<file path="src/rtl/swrst_ctrl.sv">
module swrst_ctrl #(
  parameter int          ADDR_W   = 8,
  parameter logic [7:0]  CFG_OFS  = 8'h00,
  parameter logic [7:0]  CTL_OFS  = 8'h04,
  parameter logic [7:0]  TX_CELLS = 8'd3,
  parameter logic [7:0]  RX_CELLS = 8'd3,
  parameter logic [7:0]  ADR_KIND = 8'd1,
  parameter logic [7:0]  CFG_VAL  = 8'd1
) (
  input  logic              clk,
  input  logic              rst_n,
  input  logic [ADDR_W-1:0] addr,
  input  logic              wr_en,
  input  logic [31:0]       wr_data,
  output logic [31:0]       rd_data,
  input  logic              rx_idle,
  input  logic              tx_idle,
  output logic              core_rst
);
  localparam logic [ADDR_W-1:0] CFG_A = ADDR_W'(CFG_OFS);
  localparam logic [ADDR_W-1:0] CTL_A = ADDR_W'(CTL_OFS);
  localparam logic [31:0] CFG_WORD = {TX_CELLS, RX_CELLS, ADR_KIND, CFG_VAL};

  logic pend_q;
  logic fire;
  logic req_wr;

  assign req_wr = wr_en && (addr == CTL_A) && wr_data[0];
  assign fire   = pend_q && rx_idle && tx_idle;

  always_ff @(posedge clk) begin
    if (!rst_n) begin
      pend_q   <= 1'b0;
      core_rst <= 1'b0;
    end else begin
      core_rst <= fire;
      if (pend_q) pend_q <= !fire;
      else        pend_q <= req_wr;
    end
  end

  assign rd_data = (addr == CFG_A) ? CFG_WORD :
                   (addr == CTL_A) ? {31'b0, pend_q} : 32'b0;
endmodule


</file>
<file path="config.mk">
export PLATFORM = sky130hd
export DESIGN_NAME = swrst_ctrl
export DESIGN_NICKNAME = d
export VERILOG_FILES = /design/src/rtl/swrst_ctrl.sv
export SDC_FILE = /design/constraint.sdc
export NUM_CORES = 1
export LEC_CHECK = 0
export CAP_MARGIN = 15
export CORE_MARGIN = 3
export CORE_UTILIZATION = 18
export CTS_CLUSTER_DIAMETER = 100
export DETAILED_ROUTE_END_ITERATION = 6
export PLACE_DENSITY = 0.89
export SYNTH_ARGS = -nofsm -noshare
export SYNTH_HDL_FRONTEND = slang
export SYNTH_SLANG_ARGS = --single-unit
</file>
<file path="constraint.sdc">
create_clock -name clk -period 3.4 [get_ports clk]
set_input_delay 1.02 -clock clk [delete_from_list [all_inputs] [get_ports clk]]
set_output_delay 1.02 -clock clk [all_outputs]
set_load 0.01 [all_outputs]
</file>
After elaboration in Yosys (flattened, before gate mapping)
Index checks and enable logic that the tools add are counted.
- register bits: 2
- output and inout port bits: 33
- equality and inequality tests: 1
- muxes and demuxes: 3
- reduce and logical (&&, ||, !) cells: 6
- operators with widths (operator ; count):
    $mux W26 ; 1
    $eq A8 B3 Y1 const B ; 1
    $logic_not A8 Y1 ; 1
    $logic_and A1 B1 Y1 ; 4
    $mux W1 ; 2
    $logic_not A1 Y1 ; 1

Logic depth before layout (Yosys ltp)
- depth in word-level cells: 4
- gate-level depth with buffers: 4
- depth with buffers taken out: 3

Worst setup path before layout
No wires, ideal clock.
- kind: input port to output port
- start: input port addr[0]
- end: output port rd_data[16]
- arrival: 1.850 ns
- data required time: 2.380 ns
- slack: 0.530 ns
- stages: 4
- path through: nor4_2 -> nand2_1 -> nor2_1 -> buf_4
- cells in the longest elaborated chain, start to end: 2
- RTL lines (element ; line ; source):
    from (decl) ; 12 ; input logic [ADDR_W-1:0] addr,
    $logic_not A8 Y1 ; 42 ; assign rd_data = (addr == CFG_A) ? CFG_WORD :
    $mux W26 ; 42 ;
    to (decl) ; 15 ; output logic [31:0] rd_data,
Every way passes these cells.

Final worst setup path
- start: input port addr[0]
- end: output port rd_data[0]
- cells in the longest elaborated chain, start to end: 3
- elaborated cells between the ends (all ways): 4
- those cells by class: eq/ne: 1; mux: 2; reduce/logical: 1
- RTL lines (element ; line ; source):
    $eq A8 B3 Y1 ; 43 ; (addr == CTL_A) ? {31'b0, pend_q} : 32'b0;
    $mux W1 ; 43 ;
    $mux W26 (*) ; 42 ;
Mark *: on every way between the ends. The rest lies on a longest branch, timed or not.

==> results by group <==
Run
  – Max-cap check violation count: 0

Detailed routing
  – WL/cell: 7.670 um
  – Drt pass-1 iters: 2
  – Vias per cell: 3.068
  – Initial DRC count: 1
  – Drt total wl: approximately 680 um
  – Drt drc: 0
  – Final ANT Viol Nets: 0
  – Vias: 270

Setup path
  – Data arrival time of the critical path: ~2.3 ns
  – Crit-path cells: clkdlybuf4s50_1, nor4_2, nand2_1, buf_4, nor2_1, dlygate4sd2_1
  – Slowest cell on crit path: clkdlybuf4s50_1
  – CP Max Fanout: 2
  – CP Launch Type: primary input
  – CP endpoint kind: output pin
  – CP Class: in2out
  – Req. time, crit path: 2.38 ns
  – Largest incremental delay on the critical path: 0.41 ns

Cells and area
  – Layout Cells excl Fill: between 80 and 90
  – Area grow syn2layout: 37.36%
  – # diodes: 0
  – Post-route cell area: 455.4 sq um
  – Share of cells above drive strength 1: about a tenth
  – Most common cell after layout, fill and taps aside: conb_1
  – Most frequent cells in the layout: conb_1, clkdlybuf4s50_1, dlygate4sd2_1
  – Total Nets Final: around 110

Floorplanning
  – Die span in y: approximately 50 um
  – Core area: roughly 0.0016 sq mm
  – Die width: 48.92 um
  – Starting Density: 20.57%
  – Site Rows: 14
  – Die area: around 0.0024 sq mm
  – Count of boundary I/O pins: roughly 80

Yosys
  – Yosys cell types: 11
  – Compound-cell area share of the yosys netlist: ~1.5%
  – Synth Register Bits: 2
  – Mean area per synthesized cell: 7.368 sq um
  – Fraction of the mapped netlist area in simple logic gates: approximately 17%
  – Syn Std Cell Area: between 300 and 400 sq um
  – Top cells by area, synth: buf_4, dfxtp_1, nor4_2, nand2_1, nor2_1
  – Synth top area share: between 60% and 70%
  – Post-synth top area cell: buf_4
  – Post-synthesis mux area share: 0%
  – Post-synthesis xor/xnor area fraction: 0%
  – Adder-cell share of the synthesized area: 0%
  – Yosys warning count: 0
  – Largest family of logic cells by synthesized area: buffers and inverters
  – Sequential area share after synthesis: between 10% and 20%
  – Post-synthesis instance total: 45

CTS
  – CTS Buf Count: 3
  – Sink Count: 2
  – TritonCTS clock tree: yes
  – CTS root buf: clkbuf_4
  – Hold buffer count at CTS: 0
  – Clock transition at path regs: around 0.030 ns
  – Post-CTS setup buffers: 0
  – Clk buf depth: 2
  – Worst-Skew Late Latency: 0.23 ns
  – H-tree levels: 1

Timing
  – RSZ-0062 raised after global routing: false
  – Tmin final: around 3.3 ns
  – Final setup vio count: 0
  – Crit share post-route: a little over nine tenths
  – Final hold violation count: 0
  – Clk_skew: a little over 0.006 ns
  – F_max: approximately 300 MHz
  – Final Max Slew Viols: 0

Placed design
  – HPWL Detailed: 576.5 um
  – Port Buffers: 20
  – RD Place Congestion: between 0.6 and 0.7
  – Placed instance area: around 440 sq um
  – Placed insts: 85

Power
  – Flop pwr share: around 22%
  – Pwr Density: around 240 mW/mm^2
  – Leakage: roughly 0.24 nW
  – Sw Share: between 20 and 30%
  – P_int: 0.07700 mW
  – Logic gate share of total power: just under 30%
  – Switching pwr: between 0.03 and 0.04 mW
  – Power, Total: ~0.11 mW
  – Clock share of power: approximately half
  – Max VDD drop: 0.05822 mV

Global route
  – GR Util met1: under 10%
  – GR peak layer: met2
  – Met3 global-route usage: between 3 and 4%
  – Initial antenna violation count: 0
  – First-pass GRT wire length: approximately 950 um
  – Gr usage total: 5.920%
  – Vias in the first global route: approximately 220
  – Met2 track demand over resource: 10.86%
  – Largest net degree at the start of global routing: 6
  – Gr ovfl total: 0

Min path
  – HP Class: reg2reg

Status
  – Status: completed
## critical path, delay by kind of cell
family | cells | cell delay (ns)
buffers and inverters | 3 | 0.82
and+or+nand+nor | 3 | 0.45
## Yosys cell counts
cell / count
buf_4: 30
nor2b_1: 1
nand3_1: 1
dfxtp_1: 2
nand2_1: 3
conb_1: 1
nand4_1: 1
o21ai_1: 1
nor3_1: 1
nor2_1: 3
nor4_2: 1
## per-stage QoR
step	hold slack [ns]	worst slack (ns)	utilization (%)	setup TNS, ns
2_1_floorplan	0.4233	0.5297	-	0
3_3_place_gp	0.4369	-0.2295	27.17	-1.342
4_1_cts	0.4629	0.07003	28.26	0
5_1_grt	0.4710	0.007268	28.26	0
6_report	0.4546	0.08015	28.26	0
3_5_place_dp	0.4460	-0.2575	27.17	-1.450
## area by class of cell
cell class	count	area, sq um
Clock buffer	3	22.52
Sequential cell	2	40.04
Multi-Input combinational cell	38	162.7
Timing Repair Buffer	21	200.2
Tap cell	24	30.03
Fill cell	181	1156
## state kept, by name, summed over array words and instances (netlist names)
signal and flops:
pend_q 1, core_rst 1
## power by group through the flow
| stage | logic, mW | registers [mW] | clock network (mW) |
|---|---|---|---|
| after floorplan | 0.0369 | 0.0240 | 0 |
| after global placement | 0.0307 | 0.0240 | 0 |
| after detailed placement | 0.0308 | 0.0240 | 0 |
| after CTS | 0.0309 | 0.0237 | 0.0575 |
| after global routing | 0.0344 | 0.0236 | 0.0605 |
| final | 0.0316 | 0.0237 | 0.0536 |
## kinds of logic (layout without fill, tap and decap cells)
logic type,Yosys count,in the layout
AOI/OAI and AO/OA,1,1
buffers and inverters,30,24
DFF,2,2
other,1,26
and+or+nand+nor,11,11
## worst paths after layout
path                              start          to  slack (ns)  depth (start not counted)
worst max register to register   pend_q      pend_q        2.64                          3
worst min-delay path             pend_q    core_rst        0.45                          2
worst min register to register   pend_q    core_rst        0.45                          2
worst max-delay path            addr[0]  rd_data[0]        0.08                          6
## layer usage
layer  up-vias  routed length (um)
met4         0                  24
met3         4                 131
li1        125                   -
met1       109                 153
met5         -                   0
met2        32                 365
## what timing repair did
| item | CTS | global route |
|---|---|---|
| resized for setup | 7 | 0 |
| hold endpoints to repair | 0 | 0 |
| endpoints found under the setup margin | 6 | 0 |
No activity file was read; power rests on OpenSTA's default activity.
